--- src/rtl/bcid_pkg.sv ---
package bcid_pkg;
  typedef enum logic {
    LK_HUNT   = 1'b0,
    LK_LOCKED = 1'b1
  } lock_state_e;
endpackage

--- src/rtl/bcid_counter.sv ---
module bcid_counter
  import bcid_pkg::*;
#(
  parameter int CNT_W  = 12,
  parameter int PERIOD = 3564
) (
  input  logic             clk,
  input  logic             rst_n,
  input  logic             adv_en,
  input  logic             load_en,
  input  logic [CNT_W-1:0] load_val,
  output logic [CNT_W-1:0] cnt_d,
  output logic [CNT_W-1:0] cnt_q,
  output lock_state_e      lock_q
);
  localparam logic [CNT_W-1:0] LAST = CNT_W'(PERIOD - 1);
  localparam logic [CNT_W-1:0] ONE  = CNT_W'(1);

  lock_state_e lock_d;
  logic [CNT_W-1:0] start_val;

  always_comb begin
    start_val = (load_val > LAST) ? '0 : load_val;
    cnt_d     = cnt_q;
    lock_d    = lock_q;
    if (load_en) begin
      cnt_d  = start_val;
      lock_d = LK_LOCKED;
    end else if (adv_en) begin
      cnt_d = (cnt_q == LAST) ? '0 : cnt_q + ONE;
    end
  end

  always_ff @(posedge clk or negedge rst_n) begin
    if (!rst_n) begin
      cnt_q  <= '0;
      lock_q <= LK_HUNT;
    end else if (adv_en || load_en) begin
      cnt_q  <= cnt_d;
      lock_q <= lock_d;
    end
  end

  assert_below_period_R3: assert property (@(posedge clk) disable iff (!rst_n)
    cnt_q <= LAST);
  assert_lock_sticky_R2: assert property (@(posedge clk) disable iff (!rst_n)
    lock_q == LK_LOCKED |=> lock_q == LK_LOCKED);
endmodule

--- src/rtl/bcid_check.sv ---
module bcid_check #(
  parameter int LOW_W = 5,
  parameter int ERR_W = 16
) (
  input  logic             clk,
  input  logic             rst_n,
  input  logic             chk_en,
  input  logic [LOW_W-1:0] exp_low,
  input  logic [LOW_W-1:0] rx_low,
  output logic             mis_q,
  output logic [ERR_W-1:0] err_q
);
  localparam logic [ERR_W-1:0] ERR_MAX = '1;
  localparam logic [ERR_W-1:0] ERR_ONE = ERR_W'(1);

  logic             mis_d;
  logic [ERR_W-1:0] err_d;

  always_comb begin
    mis_d = chk_en && (exp_low != rx_low);
    err_d = err_q;
    if (mis_d && (err_q != ERR_MAX)) err_d = err_q + ERR_ONE;
  end

  always_ff @(posedge clk or negedge rst_n) begin
    if (!rst_n) begin
      mis_q <= 1'b0;
      err_q <= '0;
    end else begin
      mis_q <= mis_d;
      if (mis_d) err_q <= err_d;
    end
  end

  assert_err_step_R5: assert property (@(posedge clk) disable iff (!rst_n)
    1'b1 |=> (err_q == $past(err_q)) || (err_q == $past(err_q) + ERR_ONE));
  assert_err_sat_R8: assert property (@(posedge clk) disable iff (!rst_n)
    err_q == ERR_MAX |=> err_q == ERR_MAX);
  assert_err_follows_flag_R5: assert property (@(posedge clk) disable iff (!rst_n)
    (err_q != $past(err_q)) |-> mis_q);
endmodule

--- src/rtl/bcid_rebuild.sv ---
module bcid_rebuild
  import bcid_pkg::*;
#(
  parameter int CNT_W  = 12,
  parameter int PERIOD = 3564,
  parameter int LOW_W  = 5,
  parameter int ERR_W  = 16
) (
  input  logic             clk,
  input  logic             rst_n,
  input  logic             word_valid,
  input  logic             first_evt,
  input  logic [LOW_W-1:0] bcid_low,
  input  logic [CNT_W-1:0] sync_offset,
  output logic [CNT_W-1:0] bcid_full,
  output logic             bcid_valid,
  output logic             synced,
  output logic             mismatch,
  output logic [ERR_W-1:0] err_count
);
  localparam logic [CNT_W-1:0] LAST = CNT_W'(PERIOD - 1);

  logic             load_en;
  logic             chk_en;
  logic [CNT_W-1:0] cnt_d;
  logic [CNT_W-1:0] cnt_q;
  lock_state_e      lock_q;
  logic             bval_q;

  assign load_en = word_valid && first_evt;
  assign chk_en  = word_valid && (load_en || (lock_q == LK_LOCKED));

  bcid_counter #(.CNT_W(CNT_W), .PERIOD(PERIOD)) u_cnt (
    .clk      (clk),
    .rst_n    (rst_n),
    .adv_en   (word_valid),
    .load_en  (load_en),
    .load_val (sync_offset),
    .cnt_d    (cnt_d),
    .cnt_q    (cnt_q),
    .lock_q   (lock_q)
  );

  bcid_check #(.LOW_W(LOW_W), .ERR_W(ERR_W)) u_chk (
    .clk     (clk),
    .rst_n   (rst_n),
    .chk_en  (chk_en),
    .exp_low (cnt_d[LOW_W-1:0]),
    .rx_low  (bcid_low),
    .mis_q   (mismatch),
    .err_q   (err_count)
  );

  always_ff @(posedge clk or negedge rst_n) begin
    if (!rst_n) bval_q <= 1'b0;
    else        bval_q <= word_valid;
  end

  assign bcid_full  = cnt_q;
  assign bcid_valid = bval_q;
  assign synced     = (lock_q == LK_LOCKED);

  assert_mis_needs_lock_R7: assert property (@(posedge clk) disable iff (!rst_n)
    mismatch |-> (synced && bcid_valid));
  assert_idle_hold_R4: assert property (@(posedge clk) disable iff (!rst_n)
    !word_valid |=> ($stable(bcid_full) && !mismatch && !bcid_valid));
  assert_wrap_R6: assert property (@(posedge clk) disable iff (!rst_n)
    (word_valid && !first_evt && bcid_full == LAST) |=> bcid_full == '0);
  assert_marker_locks_R2: assert property (@(posedge clk) disable iff (!rst_n)
    (word_valid && first_evt) |=> synced);
endmodule

--- config.mk ---
export PLATFORM = sky130hd
export DESIGN_NAME = bcid_rebuild
export DESIGN_NICKNAME = d
export VERILOG_FILES = /design/src/rtl/bcid_pkg.sv /design/src/rtl/bcid_counter.sv /design/src/rtl/bcid_check.sv /design/src/rtl/bcid_rebuild.sv
export SDC_FILE = /design/constraint.sdc
export NUM_CORES = 1
export LEC_CHECK = 0
export BUFFER_PORTS_ARGS = -buffer_cell sky130_fd_sc_hd__buf_2
export CORE_ASPECT_RATIO = 1.5
export CORE_MARGIN = 4
export CORE_UTILIZATION = 52
export CTS_CLUSTER_SIZE = 10
export DETAILED_ROUTE_END_ITERATION = 6
export PLACE_DENSITY = 0.87
export SLEW_MARGIN = 20
export SYNTH_ARGS = -nofsm -noshare
export SYNTH_HDL_FRONTEND = slang
export SYNTH_SLANG_ARGS = --single-unit
--- constraint.sdc ---
create_clock -name clk -period 2.8 [get_ports clk]
set_clock_uncertainty 0.05 [all_clocks]
set_input_delay 0.42 -clock clk [delete_from_list [all_inputs] [get_ports clk]]
set_output_delay 0.42 -clock clk [all_outputs]
set_load 0.005 [all_outputs]
==> impl_metrics.toml <==
[worst_setup_path]
end_kind = "flop"
worst-endpoint-arrival_ps = 2760
critical-path-slowest-cell = "sky130_fd_sc_hd__dfrtp_1"
required_ps = 2910
critical_path.max_stage_delay_ps = 440
worstPathMaxFanout = 10
critPathKind = "reg2reg"
startpoint = "u_cnt.cnt_q[0]$_DFFE_PN0P_"
timing.critical_path.max_delay_family = "simple AND/OR/NAND/NOR gates"
worst_setup_path_start_kind = "flop"
path_cells = "ha_1 -> nand4_2 -> o311ai_4 -> a31oi_1 -> nor4b_4 -> nand4_4 -> nand2_1 -> mux2_1"
critPathBufInv = 0
rr_startpoint = "u_cnt.cnt_q[0]$_DFFE_PN0P_"

[final_layout]
nets = 273
final_cell_mix = "51 x sky130_fd_sc_hd__buf_2, 31 x sky130_fd_sc_hd__dfrtp_1, 19 x sky130_fd_sc_hd__nand2_1"
stdcell_area_um2 = 2360
post_route_cells_drive_above_1_share = 0.320
multi_input_comb_area_um2 = 1140
final_common_cell = "sky130_fd_sc_hd__buf_2"
regArea_um2 = 776
fill_cells = 306
synthToLayoutAreaGrowth_pct = 21.2
diodes = 0

[pwr]
int_power_uw = 918
power.share.combinational = 0.276
p_switching_uw = 462
vdd_drop_max_v = 0.000498
power.share.clock = 0.261
seq_power_share = 0.463
power_leakage_nw = 1.11
swShare = 0.335
pwr_density_cell_nw_per_um2 = 583

[synth]
synth.yosys.seq_area_share = 0.397
synth_mux_area_frac = 0.0167
synth_adder_area_share = 0.0128
ys_types = 54
post_synth_edffs = 0
post_synth_inst_count = 192
synth_top_family_by_area = "simple AND/OR/NAND/NOR gates"
synth_fp_nets = 215
ys_warn_count = 0
post_synth_design_cell_area_um2 = 1950
synthesis.area_per_instance_um2 = 10.2
asyncSetResetFlopFracSynth = 1.00
synth-seq-cells = 31
synth-simple-area-share = 0.299
synth_xor_area_frac = 0.0795
synth_compound_gate_area_share = 0.170
synthFlopType = "sky130_fd_sc_hd__dfrtp_1"

[route]
wl_per_cell_um = 16.7
num_vias = 1787
detail-route-antenna-nets = 0
drt_wl_total_um = 4900
post-route-drc-count = 0
route.detailed.vias_per_inst = 6.10
drt_first_iter_violations = 60
detail_route.first_pass.iterations = 5

[sta]
min_period_over_period = 0.945
fmax_ghz = 0.378
period_needed_ps = 2650
worst_hold_slack_ps = 124
slew_viol_final = 0
finalHoldViolations = 0
worst_slew_margin_relative_to_its_limit = 0.548
max_slew.worst_pin.slew_ps = 677
totalNegativeSetupSlack_ps = 0
final-setup-viol-count = 0
rsz0062_at_grt = "no"

[die]
die_w_um = 58.0
floorplan.die_area_um2 = 4820
floorplan.die.height_um = 83.0
io_pins = 52
initial_core_util = 0.535
number_of_standard_cell_rows_in_the_floorplan = 27
core_region_area_um2 = 3650

[grt]
grt_pass1_vias = 1736
grt_pass1_wl_um = 7960
grt_usage = 0.208
number_of_antenna_violations_at_the_first_check_in_global_routing = 0
globalRouteOverflowTotal = 0
pin_count_of_the_biggest_net_entering_global_routing = 32

[clocking]
cts-root-to-sink-buffers = 2
numClockSinks = 31
cts_buffers = 5
cts_max_level = 2
cts_hold_buffers = 0
clock_latency_ps = 280
cts_post_setup_buffers_inserted = 0
cts_tree = "done"
clkTransAtPathRegs_ps = 70
postCtsResizedCells = 0
clock-root-buffer = "sky130_fd_sc_hd__clkbuf_8"

[placed_design]
placedInstanceArea_um2 = 2270
detailedPlacementHpwl_um = 3770
io_buffers = 51
finalWeightedCongestion = 0.834

[hold_path]
min_path_type = "in2async"

[flow_run]
drv.max_cap_violation_count = 0

[status]
status = "finished clean"
-- synth_stat cells, types with 2 or more instances --
master,instances,area [µm²]
sky130_fd_sc_hd__dfrtp_1,31,776
sky130_fd_sc_hd__nand2_1,19,71.3
sky130_fd_sc_hd__nand3_1,14,70.1
sky130_fd_sc_hd__nor2_1,10,37.5
sky130_fd_sc_hd__xnor2_1,10,87.6
sky130_fd_sc_hd__o21ai_0,9,45.0
sky130_fd_sc_hd__and3_1,7,43.8
sky130_fd_sc_hd__nand4_1,7,43.8
sky130_fd_sc_hd__a22o_1,5,43.8
sky130_fd_sc_hd__inv_1,5,18.8
sky130_fd_sc_hd__nand2b_1,5,31.3
sky130_fd_sc_hd__nor3_1,5,25.0
sky130_fd_sc_hd__o311ai_0,4,35.0
sky130_fd_sc_hd__xor2_1,4,35.0
sky130_fd_sc_hd__and2_1,3,18.8
sky130_fd_sc_hd__and4_1,3,26.3
sky130_fd_sc_hd__nor4b_1,3,26.3
sky130_fd_sc_hd__a31oi_1,2,12.5
sky130_fd_sc_hd__a32o_1,2,20.0
sky130_fd_sc_hd__buf_2,2,10.0
sky130_fd_sc_hd__clkbuf_1,2,7.51
sky130_fd_sc_hd__ha_1,2,25.0
sky130_fd_sc_hd__mux2_1,2,22.5
sky130_fd_sc_hd__nor2b_1,2,12.5
sky130_fd_sc_hd__nor3b_1,2,15.0
sky130_fd_sc_hd__nor4_1,2,12.5
sky130_fd_sc_hd__o211ai_1,2,15.0
sky130_fd_sc_hd__xnor2_2,2,32.5
-- sequential cells by signal, indices dropped and copies added, names as in the netlist --
name	flops
u_cnt.cnt_q	12
u_cnt.lock_q	1
bcid_valid	1
u_chk.err_q	16
u_chk.mis_q	1
-- final cells by class --
type                       instances  area share
clock buffer                       6      0.0349
multi-input combinational        151       0.480
inverter                           5     0.00794
sequential                        31       0.328
clock inverter                     1     0.00212
timing repair buffer              56       0.124
tap                               43      0.0228
-- power groups by stage --
stage / clock network, mW / logic [mW] / registers (mW)
floorplan: 0 / 0.225 / 0.633
global placement: 0 / 0.367 / 0.644
global route: 0.379 / 0.420 / 0.656
detailed placement: 0 / 0.382 / 0.645
finish: 0.360 / 0.380 / 0.639
CTS: 0.362 / 0.384 / 0.637
-- through the flow --
stage	instances	setup WS, ps	util	power, mW
after CTS	293	129	0.646	1.38
after global routing	293	25.6	0.648	1.45
after floorplan	192	445	-	0.858
final	293	153	0.648	1.38
after detailed placement	286	150	0.622	1.03
after global placement	286	215	0.622	1.01
-- worst register-to-register path, stage by stage, from the launching register on --
cell and delay [ps]:
sky130_fd_sc_hd__dfrtp_1 440, sky130_fd_sc_hd__ha_1 270, sky130_fd_sc_hd__nand4_2 250, sky130_fd_sc_hd__o311ai_4 300, sky130_fd_sc_hd__a31oi_1 170, sky130_fd_sc_hd__nor4b_4 350
sky130_fd_sc_hd__nand4_4 210, sky130_fd_sc_hd__nand2_1 150, sky130_fd_sc_hd__mux2_1 340
-- path summary, 6_finish.rpt --
| kind | cells past startpoint | end | slack (ps) |
|---|---|---|---|
| min in group clk | 3 | u_cnt.cnt_q[10]$_DFFE_PN0P_ | 320 |
| max | 8 | u_chk.err_q[1]$_DFFE_PN0P_ | 150 |
| max in group asynchronous | 1 | u_chk.mis_q$_DFF_PN0_ | 2130 |
| max reg2reg | 8 | u_chk.err_q[1]$_DFFE_PN0P_ | 150 |
| min | 1 | u_chk.err_q[5]$_DFFE_PN0P_ | 120 |
| min reg2reg | 1 | u_chk.err_q[5]$_DFFE_PN0P_ | 440 |
-- layer usage --
layer	routed length [µm]	track usage	share of wire	up-vias
li1	-	-	-	836
met4	170	0.0970	0.035	0
met1	1800	0.240	0.37	846
met3	383	0.0389	0.078	17
met5	0	0	0	-
met2	2550	0.358	0.52	88
-- kinds of logic after synthesis --
family	Yosys count
multiplexers	3
AO/OA/AOI/OAI	37
adder cells (fa/ha/maj)	2
flip-flops	31
buffers and inverters	10
XOR/XNOR	16
AND/OR/NAND/NOR	93
Note: power is estimated with default switching activity, not from simulation.
